===== config.mk =====
export PLATFORM = sky130hd
export DESIGN_NAME = ghist_dir_predictor
export DESIGN_NICKNAME = d
export VERILOG_FILES = /design/src/rtl/ghp_pkg.sv /design/src/rtl/ghp_history.sv /design/src/rtl/ghp_ctr_table.sv /design/src/rtl/ghist_dir_predictor.sv
export SDC_FILE = /design/constraint.sdc
export NUM_CORES = 1
export LEC_CHECK = 0
export ABC_AREA = 0
export BUFFER_PORTS_ARGS = -buffer_cell sky130_fd_sc_hd__buf_4
export CORE_MARGIN = 3
export CORE_UTILIZATION = 61
export DETAILED_ROUTE_END_ITERATION = 6
export GPL_TIMING_DRIVEN = 0
export MAX_ROUTING_LAYER = met4
export PLACE_DENSITY = 0.83
export SLEW_MARGIN = 20
export SYNTH_ARGS = -nofsm -noshare
export SYNTH_HDL_FRONTEND = slang
export SYNTH_SLANG_ARGS = --single-unit

===== constraint.sdc =====
create_clock -name clk -period 2.6 [get_ports clk]
set_clock_uncertainty 0.2 [all_clocks]
set_input_delay 0.52 -clock clk [delete_from_list [all_inputs] [get_ports clk]]
set_output_delay 0.52 -clock clk [all_outputs]
set_load 0.01 [all_outputs]

===== src/rtl/ghp_pkg.sv =====
package ghp_pkg;

    typedef logic [1:0] ctr_t;

    // reset value of every counter: weakly taken
    localparam ctr_t CTR_INIT = 2'b10;

    function automatic ctr_t ctr_step(input ctr_t cur, input logic taken);
        ctr_t nxt;
        if (taken) begin
            nxt = (cur == 2'b11) ? cur : cur + 2'b01;
        end else begin
            nxt = (cur == 2'b00) ? cur : cur - 2'b01;
        end
        return nxt;
    endfunction

    function automatic logic ctr_says_taken(input ctr_t cur);
        return cur[1];
    endfunction

endpackage


===== src/rtl/ghp_history.sv =====
module ghp_history #(
    parameter int HIST_W = 4
) (
    input  logic              clk,
    input  logic              rst_n,
    input  logic              shift_i,
    input  logic              bit_i,
    output logic [HIST_W-1:0] hist_o
);

    typedef struct packed {
        logic [HIST_W-1:0] hist;
    } hist_state_t;

    hist_state_t st_d, st_q;

    always_comb begin
        st_d = st_q;
        if (shift_i) begin
            st_d.hist = {st_q.hist[HIST_W-2:0], bit_i};
        end
    end

    always_ff @(posedge clk or negedge rst_n) begin
        if (!rst_n) begin
            st_q <= '0;
        end else begin
            st_q <= st_d;
        end
    end

    assign hist_o = st_q.hist;


    hist_shift_chk: assert property (@(posedge clk) disable iff (!rst_n)
        shift_i |=> (hist_o[0] == $past(bit_i)) &&
                    (hist_o[HIST_W-1:1] == $past(hist_o[HIST_W-2:0])));


    hist_hold_chk: assert property (@(posedge clk) disable iff (!rst_n)
        !shift_i |=> $stable(hist_o));

endmodule


===== src/rtl/ghp_ctr_table.sv =====
module ghp_ctr_table
    import ghp_pkg::*;
#(
    parameter int HIST_W = 4
) (
    input  logic              clk,
    input  logic              rst_n,
    input  logic [HIST_W-1:0] rd_idx_i,
    output ctr_t              rd_ctr_o,
    input  logic              upd_i,
    input  logic [HIST_W-1:0] upd_idx_i,
    input  logic              upd_taken_i
);

    localparam int N_ENT = 1 << HIST_W;

    ctr_t             ctr_d [N_ENT];
    ctr_t             ctr_q [N_ENT];
    logic [N_ENT-1:0] wr_en;

    for (genvar e = 0; e < N_ENT; e++) begin : g_ent
        always_comb begin
            wr_en[e] = upd_i && (upd_idx_i == HIST_W'(e));
            ctr_d[e] = ctr_q[e];
            if (wr_en[e]) begin
                ctr_d[e] = ctr_step(ctr_q[e], upd_taken_i);
            end
        end

        always_ff @(posedge clk or negedge rst_n) begin
            if (!rst_n) begin
                ctr_q[e] <= CTR_INIT;
            end else begin
                ctr_q[e] <= ctr_d[e];
            end
        end


        sat_top_chk: assert property (@(posedge clk) disable iff (!rst_n)
            (wr_en[e] && upd_taken_i && ctr_q[e] == 2'b11) |=> ctr_q[e] == 2'b11);


        sat_bot_chk: assert property (@(posedge clk) disable iff (!rst_n)
            (wr_en[e] && !upd_taken_i && ctr_q[e] == 2'b00) |=> ctr_q[e] == 2'b00);


        ent_keep_chk: assert property (@(posedge clk) disable iff (!rst_n)
            !wr_en[e] |=> $stable(ctr_q[e]));
    end

    assign rd_ctr_o = ctr_q[rd_idx_i];


    one_write_chk: assert property (@(posedge clk) disable iff (!rst_n)
        $onehot0(wr_en));

endmodule


===== src/rtl/ghist_dir_predictor.sv =====
module ghist_dir_predictor
    import ghp_pkg::*;
#(
    parameter int HIST_W = 4
) (
    input  logic              clk,
    input  logic              rst_n,
    input  logic              pred_req_i,
    input  logic              resolve_i,
    input  logic              resolve_taken_i,
    output logic              pred_valid_o,
    output logic              pred_taken_o,
    output logic [HIST_W-1:0] history_o
);

    typedef struct packed {
        logic              pend;
        logic [HIST_W-1:0] idx;
        logic              valid;
        logic              taken;
    } ctl_state_t;

    ctl_state_t        st_d, st_q;
    logic              acc_req, acc_res;
    logic [HIST_W-1:0] hist;
    ctr_t              rd_ctr;

    ghp_history #(.HIST_W(HIST_W)) u_hist (
        .clk     (clk),
        .rst_n   (rst_n),
        .shift_i (acc_res),
        .bit_i   (resolve_taken_i),
        .hist_o  (hist)
    );

    ghp_ctr_table #(.HIST_W(HIST_W)) u_tbl (
        .clk         (clk),
        .rst_n       (rst_n),
        .rd_idx_i    (hist),
        .rd_ctr_o    (rd_ctr),
        .upd_i       (acc_res),
        .upd_idx_i   (st_q.idx),
        .upd_taken_i (resolve_taken_i)
    );

    always_comb begin
        acc_req  = pred_req_i && !st_q.pend;
        acc_res  = resolve_i && st_q.pend;
        st_d     = st_q;
        st_d.valid = acc_req;
        if (acc_req) begin
            st_d.idx   = hist;
            st_d.taken = ctr_says_taken(rd_ctr);
        end
        st_d.pend = acc_req || (st_q.pend && !acc_res);
    end

    always_ff @(posedge clk or negedge rst_n) begin
        if (!rst_n) begin
            st_q <= '0;
        end else begin
            st_q <= st_d;
        end
    end

    assign pred_valid_o = st_q.valid;
    assign pred_taken_o = st_q.taken;
    assign history_o    = hist;


    valid_pulse_chk: assert property (@(posedge clk) disable iff (!rst_n)
        pred_valid_o |=> !pred_valid_o);


    valid_cause_chk: assert property (@(posedge clk) disable iff (!rst_n)
        pred_valid_o |-> $past(pred_req_i));


    busy_req_chk: assert property (@(posedge clk) disable iff (!rst_n)
        (st_q.pend && pred_req_i) |=> !pred_valid_o);


    idle_res_chk: assert property (@(posedge clk) disable iff (!rst_n)
        (!st_q.pend && resolve_i) |=> history_o == $past(history_o));

endmodule


==> results_dict.tcl, run 1 <==
set metrics [dict create \
    grt_max_degree 44 \
    leakage_nw 1.04 \
    synth_compound_area_frac 0.225 \
    ioPinCount 11 \
    final_common_cell "dfrtp_1" \
    synthCells 227 \
    post-route-min-period_ns 2.15 \
    synth_area_leader_cell "dfrtp_1" \
    grt_overflow 0 \
    die_h_um 68.1 \
    cts_buffers 5 \
    final_core_util 0.732 \
    worst_skew_pair.late_latency_ns 0.30 \
    first_pass_iters 4 \
    post_cts_buffers 0 \
    path_buf_inv 2 \
    avgSynthCellArea_um2 10.4 \
    worst_pin_slew_ns 0.550 \
    io_buffers 8 \
    syn-num-nets 232 \
    initial_core_util 0.668 \
    final_cell_mix "dfrtp_1, clkbuf_1, a31oi_1, dfstp_2, nand2_1" \
    num_rows 21 \
    setup.worst_path.start "st_q[6]" \
    synth_top_area_frac 0.287 \
    outcome "finished with violations" \
    power_density_nw_per_um2 873 \
    crit_chain "clkbuf_1, and4_1, clkbuf_1, nand2_1, a221o_1" \
    reg2reg_to "u_tbl.ctr_q[8]" \
    power_mw 2.25 \
    r2r_cells 5 \
    ir_drop_mv 0.457 \
    r2r-start "st_q[6]" \
    pwr-share-clk 0.227 \
    path_delay_family "buffers and inverters" \
    clock_path_buffers 2 \
    synth_top_family_by_area "compound AO/OA/AOI/OAI gates" \
    layout-drive-gt1-share 0.198 \
    drt_drc_violations_left 0 \
    drt.antenna.violating_nets 0 \
    critPathCaptureType "flop" \
    post_cts_resized 0 \
    r2r_slack_ns 0.45 \
    synthXorXnorAreaFrac 0 \
    stdcell_count 289 \
    synthAdderAreaFrac 0.0255 \
    worstPathArrival_ns 2.14 \
    critPathMaxFanout 10 \
    grt_pass1_vias 1884 \
    yosys-top-cells-area "dfrtp_1, dfstp_2, mux4_1" \
    cp-start-kind "flop" \
    n_antenna_cell 0 \
    layout_setup_ws_ns 0.446 \
    synth.cell_area_um2 2350 \
    setup_tns_ns 0 \
    p_sw_frac 0.367 \
    fmax_mhz 464 \
    power_frac_seq 0.436 \
    grt_pass1_wl_um 9200 \
    dr_total_vias 1937 \
    min_path_type "input port to asynchronous set/reset pin" \
    critPathSlowestCell "clkbuf_1" \
    final.period_utilization 0.828 \
    cts_root_buf "clkbuf_8" \
    pwr-share-comb 0.338 \
    relSlewSlack 0.634 \
    drt_iter0_drc 215 \
    dp_worst_setup_slack_ns 0.319 \
    switching_power_uw 825 \
    place_congestion 0.820 \
    ys_warn_count 0 \
    whs_ns -0.00364 \
    wl_um 5560 \
    synth_cell_type_count 35 \
    internal_power_mw 1.43 \
    worstSetupPathType "flop to flop" \
    fp.dieArea_um2 4640 \
    place_inst 281 \
    tritoncts "built" \
    vias_per_cell 6.70 \
    hold_viol 2 \
    synthToLayoutAreaGrowth_pct 9.52 \
    maxCapViolations 0 \
    slew_violations 0 \
    grt_use_total 0.282 \
    seq_area_frac_synth 0.466 \
    clk_pin_slew_ns 0.08 \
    fp.coreArea_um2 3520 \
    setup_viol 0 \
    required_ns 2.58 \
    grt_setup_unrepaired "false" \
    path_common_cell "clkbuf_1" \
    hpwl_um 3830 \
    synthMuxAreaShare 0.0941 \
    violations "hold timing" \
    die_w_um 68.1 \
    ctsHoldBuffers 0 \
    synthSimpleGateAreaFrac 0.130 \
    layout.nets 247 \
    max_stage_delay_ns 0.42 \
    ys_seq_elements 43 \
    wl_per_cell_um 19.2 \
    cts.sinks 43 \
    antenna_found_initial 0 \
    htreeDepth 2 \
]
==> through the flow <==
stage,instance area [µm²],hold slack [ns]
global placement,2470,0.290
finish,2580,-0.00364
floorplan,2350,0.0244
CTS,2580,0.0213
global route,2580,0.0357
detailed placement,2470,0.299
==> kinds of logic after synthesis <==
logic type,count (synthesis)
AOI/OAI and AO/OA,77
and+or+nand+nor,53
DFF,43
buffers and inverters,35
muxes,13
adders and majority gates,6
==> final cells by class <==
| type | instances | area (µm²) |
|---|---|---|
| buffer | 21 | 87.6 |
| clock inverter | 1 | 30.0 |
| sequential | 43 | 1100 |
| inverter | 14 | 52.6 |
| timing repair buffer | 8 | 60.1 |
| multi-input combinational | 149 | 1120 |
| fill | 264 | 943 |
| clock buffer | 7 | 76.3 |
| tap | 46 | 57.6 |
==> Yosys cell counts, drive strengths merged <==
| cell | count |
|---|---|
| maj3 | 6 |
| nand4 | 1 |
| and4b | 3 |
| a31oi | 16 |
| o21ai | 11 |
| a211oi | 4 |
| a221o | 6 |
| nor4b | 3 |
| a21oi | 7 |
| o31ai | 12 |
| o41ai | 4 |
| nor4 | 6 |
| dfrtp | 27 |
| dfstp | 16 |
| a31o | 7 |
| nand2b | 2 |
| mux2 | 8 |
| inv | 14 |
| clkbuf | 20 |
| o22ai | 9 |
| and4 | 1 |
| buf | 1 |
| and2 | 1 |
| a21o | 1 |
| nand2 | 15 |
| nor2 | 5 |
| nor4bb | 1 |
| nor3 | 9 |
| nand4b | 2 |
| mux4 | 5 |
| nand4bb | 1 |
| nor2b | 3 |
==> registers in the layout (all words and copies together) (netlist names) <==
name and cells:
u_hist.hist_o 4, st_q 5, u_tbl.ctr_q 32, pred_valid_o 1
pred_taken_o 1
==> per-layer routing <==
| layer | global-route usage | vias to the layer above | routed length, µm |
|---|---|---|---|
| met5 | - | - | 0 |
| met4 | 0.114 | 0 | 123 |
| met3 | 0.0394 | 14 | 297 |
| met2 | 0.450 | 71 | 2640 |
| met1 | 0.362 | 939 | 2500 |
| li1 | - | 913 | - |
==> worst reg2reg max path: stages, from the launching register on <==
cell and delay (ns):
dfrtp_1 0.35, clkbuf_1 0.32, and4_1 0.25, clkbuf_1 0.42, nand2_1 0.13, a221o_1 0.38
==> worst max path at each step <==
stage                           end  depth (start not counted)  slack, ns
finish               u_tbl.ctr_q[8]                          5       0.45
global route        u_tbl.ctr_q[29]                          4       0.29
CTS                    pred_taken_o                          3       0.45
detailed placement  u_tbl.ctr_q[23]                          5       0.32
global placement    u_tbl.ctr_q[30]                          5       0.38
floorplan              pred_taken_o                          4       0.52
==> power by group through the flow <==
stage | combinational (mW) | clock (mW) | sequential, mW
after floorplan | 0.540 | 0 | 0.959
after global placement | 0.732 | 0 | 0.978
after detailed placement | 0.755 | 0 | 0.984
after CTS | 0.757 | 0.514 | 0.973
after global routing | 0.841 | 0.546 | 1.00
final | 0.760 | 0.510 | 0.981
Power figures use the tool's default switching activity.
==> run 2: changes to the inputs <==
- clock period: 2.6 -> 2.05 ns (I/O delays scaled with it)
==> run 2 against run 1 <==
Net effect:
- the flow finishes with violations (setup timing)
- clock-buffer cell count did not move
- register-to-register slack got worse by 0.47 ns
- combinational power rose by 29%
- hold slack improved by 0.32 ns
- fmax rose by 3.8%
- die area did not move
- wire length fell by 2.3%
- via count fell by 1.1%
- total power rose by 24%
- final area rose by 0.68%
- flip-flop and latch count did not move
- utilization rose by 0.50 points
==> results_dict.tcl, run 2 (synthesized netlist as in run 1, its figures left out) <==
set metrics [dict create \
    relSlewSlack 0.625 \
    r2r-start "u_hist.hist_o[1]" \
    hold_viol 0 \
    clock_path_buffers 2 \
    leakage_nw 1.06 \
    htreeDepth 2 \
    finish.instance_area_um2 2590 \
    final_cell_mix "dfrtp_1, a31oi_1, dfstp_2" \
    n_antenna_cell 0 \
    final.period_utilization 1.01 \
    power_density_nw_per_um2 1070 \
    worst_pin_slew_ns 0.563 \
    layout_setup_ws_ns -0.0241 \
    r2r_slack_ns -0.02 \
    cts_root_buf "clkbuf_8" \
    worst_skew_pair.late_latency_ns 0.30 \
    fillers 254 \
    dr_total_vias 1916 \
    fmax_mhz 482 \
    place_congestion 0.816 \
    setup_tns_ns -0.0241 \
    r2r_cells 4 \
    cp-start-kind "flop" \
    maxCapViolations 0 \
    min_path_type "flop to flop" \
    hold_depth 2 \
    hpwl_um 3570 \
    synthToLayoutAreaGrowth_pct 10.3 \
    cts.sinks 43 \
    drt.antenna.violating_nets 0 \
    grt_max_degree 44 \
    wl_met3_um 269 \
    grt_use_total 0.265 \
    wl_um 5430 \
    clk_pin_slew_ns 0.08 \
    setup_viol 1 \
    final_common_cell "dfrtp_1" \
    worstSetupPathType "flop to flop" \
    worstPathArrival_ns 2.06 \
    drt_drc_violations_left 0 \
    grt_pass1_wl_um 8710 \
    reg2reg_to "pred_taken_o" \
    first_pass_iters 4 \
    grt_overflow 0 \
    vias_per_cell 6.58 \
    fp.coreArea_um2 3520 \
    drt_iter0_drc 198 \
    layout.nets 249 \
    outcome "finished with violations" \
    violations "setup timing" \
    fp.dieArea_um2 4640 \
    grt_setup_unrepaired "true" \
    ioPinCount 11 \
    setup.worst_path.start "u_hist.hist_o[1]" \
    place_area_um2 2460 \
    cts_buffers 5 \
    grt_pass1_vias 1695 \
    top_layer_used "met4" \
    drt-met1-wl_um 2510 \
    num_rows 21 \
    top_register "u_tbl.ctr_q" \
    dr_wl_met2_um 2580 \
    initial_core_util 0.668 \
    die_w_um 68.1 \
    critPathMaxFanout 7 \
    largest_register_ffs 32 \
    die_h_um 68.1 \
    ir_drop_mv 0.939 \
    io_buffers 8 \
    critPathCaptureType "flop" \
    antenna_found_initial 0 \
    wl_per_cell_um 18.7 \
    required_ns 2.04 \
    endpoint "pred_taken_o" \
    layout-drive-gt1-share 0.253 \
    tritoncts "built" \
    slew_violations 0 \
    post-route-min-period_ns 2.07 \
]
==> run 2: changes by cell type in the layout (fill, tap and decap cells not counted), sizes merged <==
cell,previous run,this run
clkinv,0,1
bufinv,1,0
buf,9,14
dlygate4sd3,0,1
clkbuf,27,23
==> run 2: how the worst min path moves through the flow <==
stage | from | slack, ns | end
6_report | u_tbl.ctr_q[17] | 0.31 | u_tbl.ctr_q[17]
5_1_grt | u_tbl.ctr_q[29] | 0.34 | u_tbl.ctr_q[29]
4_1_cts | u_tbl.ctr_q[23] | 0.31 | u_tbl.ctr_q[23]
3_5_place_dp | rst_n | 0.23 | u_tbl.ctr_q[10]
3_3_place_gp | rst_n | 0.23 | u_tbl.ctr_q[10]
2_1_floorplan | rst_n | -0.09 | pred_taken_o
==> run 2: per-stage QoR <==
stage | hold WS [ns] | utilization | setup slack (ns) | std cells | power [mW]
2_1_floorplan | -0.0856 | - | 0.0104 | 227 | 1.91
3_3_place_gp | 0.228 | 0.699 | -0.111 | 281 | 2.16
3_5_place_dp | 0.228 | 0.699 | -0.197 | 281 | 2.19
4_1_cts | 0.311 | 0.728 | -0.0264 | 289 | 2.76
5_1_grt | 0.336 | 0.737 | -0.0728 | 291 | 2.95
6_report | 0.313 | 0.737 | -0.0241 | 291 | 2.79
==> run 2: cell type report <==
| cell class | count | area [µm²] | share of cell area |
|---|---|---|---|
| plain buffers | 17 | 76.3 | 0.0294 |
| clock buffers | 7 | 86.3 | 0.0333 |
| clock inverters | 1 | 5.00 | 0.00193 |
| inverters | 14 | 52.6 | 0.0203 |
| multi-input cells | 149 | 1110 | 0.429 |
| flip-flops and latches | 43 | 1100 | 0.423 |
| well taps | 46 | 57.6 | 0.0222 |
| repair buffers | 14 | 108 | 0.0415 |
==> run 2: what timing repair did <==
action,CTS,global route
setup endpoints to repair,8,24
gates resized for setup,1,5
endpoints found under the hold margin,27,0
pin swaps,0,3
hold buffers,1,0
setup buffers,1,4
cloned,0,0
==> run 2: per-layer routing <==
layer / GRT usage / vias to the layer above
li1: - / 911
met3: 0.0493 / 8
met4: 0.0968 / 0
met5: - / -
met1: 0.376 / 945
met2: 0.379 / 52
==> run 2: power breakdown <==
part | switching [mW] | total [mW] | internal, mW
Sequential | 0.199 | 1.25 | 1.05
Clock | 0.289 | 0.561 | 0.272
Combinational | 0.555 | 0.977 | 0.422
==> run 2: critical path, cell delays in order (launching register included) <==
cell and delay (ns):
dfrtp_1 0.37, buf_6 0.14, mux4_2 0.49, mux4_2 0.50
mux2_4 0.27
==> run 3: changes to the inputs <==
- CORE_ASPECT_RATIO: not set -> 1.4
- CORE_UTILIZATION: 61 -> 55
- PLACE_DENSITY: 0.83 -> 0.79
- clock period: 2.05 -> 1.69 ns (I/O delays scaled with it)
==> run 3 against run 2 <==
Net effect:
- the run still ends with setup timing left
- highest routed layer unchanged
- clock power grew 42%
- fmax up 1.2%
- die area up 10%
- non-clock buffer count grew 17
- final cell count rose by 4.8%
- critical path type unchanged
==> results_dict.tcl, run 3 (synthesized netlist as in run 1, its figures left out) <==
set metrics [dict create \
    largest_register_ffs 32 \
    fp.coreArea_um2 4020 \
    fp.dieArea_um2 5110 \
    antenna_found_initial 0 \
    io_buffers 8 \
    p_sw_frac 0.376 \
    leakage_nw 1.24 \
    cts_root_buf "clkbuf_8" \
    cts.sinks 43 \
    layout-drive-gt1-share 0.427 \
    final_core_util 0.738 \
    clk_pin_slew_ns 0.09 \
    path_delay_family "multiplexers" \
    drt_drc_violations_left 0 \
    violations "setup timing" \
    place_congestion 0.819 \
    grt_setup_unrepaired "true" \
    grt_pass1_wl_um 9560 \
    slew_violations 0 \
    grt_overflow 0 \
    die_w_um 61.3 \
    final.period_utilization 1.21 \
    initial_core_util 0.585 \
    critPathMaxFanout 5 \
    outcome "finished with violations" \
    drt.antenna.violating_nets 0 \
    power_density_nw_per_um2 1330 \
    die_h_um 83.4 \
    max_stage_delay_ns 0.50 \
    required_ns 1.68 \
    synthToLayoutAreaGrowth_pct 26.1 \
    worst_pin_slew_ns 0.556 \
    top_register "u_tbl.ctr_q" \
    maxCapViolations 0 \
    grt_max_degree 44 \
    setup_viol 6 \
    clock_path_buffers 2 \
    dr_total_vias 2098 \
    layout_setup_ws_ns -0.359 \
    wl_um 6600 \
    pwr-share-clk 0.203 \
    cts_buffers 5 \
    worstSetupPathType "flop to flop" \
    tritoncts "built" \
    internal_power_mw 2.45 \
    path_common_cell "mux4_2" \
    path_buf_inv 1 \
    cp-start-kind "flop" \
    ioPinCount 11 \
    n_antenna_cell 0 \
    grt_pass1_vias 1993 \
    hpwl_um 3840 \
    switching_power_mw 1.48 \
    grt_use_total 0.256 \
    final_common_cell "buf_4" \
    crit_chain "buf_6, mux4_2, mux4_2, mux2_4" \
    critPathCaptureType "flop" \
    place_inst 278 \
    min_path_type "flop to flop" \
    whs_ns 0.306 \
    hold_viol 0 \
    layout.nets 266 \
    worstPathArrival_ns 2.04 \
    relSlewSlack 0.629 \
    critPathSlowestCell "mux4_2" \
    worst_skew_pair.late_latency_ns 0.30 \
    num_rows 27 \
    fmax_mhz 488 \
    final_cell_mix "buf_4, dfrtp_1, dfstp_2" \
    stdcell_count 305 \
    vias_per_cell 6.88 \
    wl_per_cell_um 21.6 \
    htreeDepth 2 \
    pwr-share-comb 0.404 \
    drt_iter0_drc 108 \
    post-route-min-period_ns 2.05 \
    power_frac_seq 0.393 \
    first_pass_iters 5 \
    ir_drop_mv 0.667 \
]
[run 3: changes by cell type in the layout (fill, tap and decap cells not counted), sizes merged]
cell    change
bufinv      +1
clkbuf      -7
clkinv      +1
buf        +22
[run 3: final timing paths]
check	from	end	slack, ns	cells after the start
min in group asynchronous	rst_n	st_q[6]	0.37	2
max	u_hist.hist_o[1]	pred_taken_o	-0.36	4
min reg2reg	u_tbl.ctr_q[27]	u_tbl.ctr_q[27]	0.31	2
min	u_tbl.ctr_q[27]	u_tbl.ctr_q[27]	0.31	2
max in group asynchronous	rst_n	st_q[2]	0.52	2
max reg2reg	u_hist.hist_o[1]	pred_taken_o	-0.36	4
[run 3: per-stage QoR]
stage / power [mW] / TNS (ns) / area [µm²] / setup WS, ns
final: 3.93 / -0.548 / 2970 / -0.359
after global routing: 4.15 / -1.26 / 2970 / -0.431
after CTS: 3.65 / -0.364 / 2710 / -0.364
after detailed placement: 2.70 / -8.01 / 2470 / -0.405
after global placement: 2.66 / -6.52 / 2470 / -0.363
after floorplan: 2.33 / -0.350 / 2360 / -0.350
[run 3: area by class of cell]
cell class              instances  area, µm²
clock inverters                 3       43.8
repair buffers                 31        264
multi-input cells             149       1260
flip-flops and latches         43       1100
inverters                      14       52.6
plain buffers                  17        119
fillers                       249       1050
well taps                      43       53.8
clock buffers                   5       68.8
[run 3: power groups by stage]
stage | Combinational, mW | Sequential [mW] | Clock [mW]
after floorplan | 0.851 | 1.48 | 0
after global placement | 1.15 | 1.51 | 0
after detailed placement | 1.18 | 1.52 | 0
after CTS | 1.31 | 1.53 | 0.812
after global routing | 1.71 | 1.57 | 0.870
final | 1.59 | 1.55 | 0.799
[run 3: worst register-to-register path, stage by stage, from the launching register on]
cell and delay, ns:
dfrtp_1 0.37, buf_6 0.13, mux4_2 0.50, mux4_2 0.48, mux2_4 0.27
[run 3: layer usage]
layer / vias up / global-route usage / share of wire
li1: 951 / - / -
met1: 1048 / 0.307 / 0.41
met2: 77 / 0.385 / 0.50
met3: 22 / 0.0389 / 0.048
met4: 0 / 0.170 / 0.044
met5: - / - / 0
[run 3: timing repair]
| item | CTS | global route |
|---|---|---|
| pin swaps | 1 | 11 |
| gates resized for setup | 23 | 49 |
| hold buffers | 1 | 0 |
| endpoints found under the hold margin | 27 | 0 |
| setup buffers | 8 | 11 |
| cloned | 1 | 2 |
| endpoints found under the setup margin | 37 | 27 |
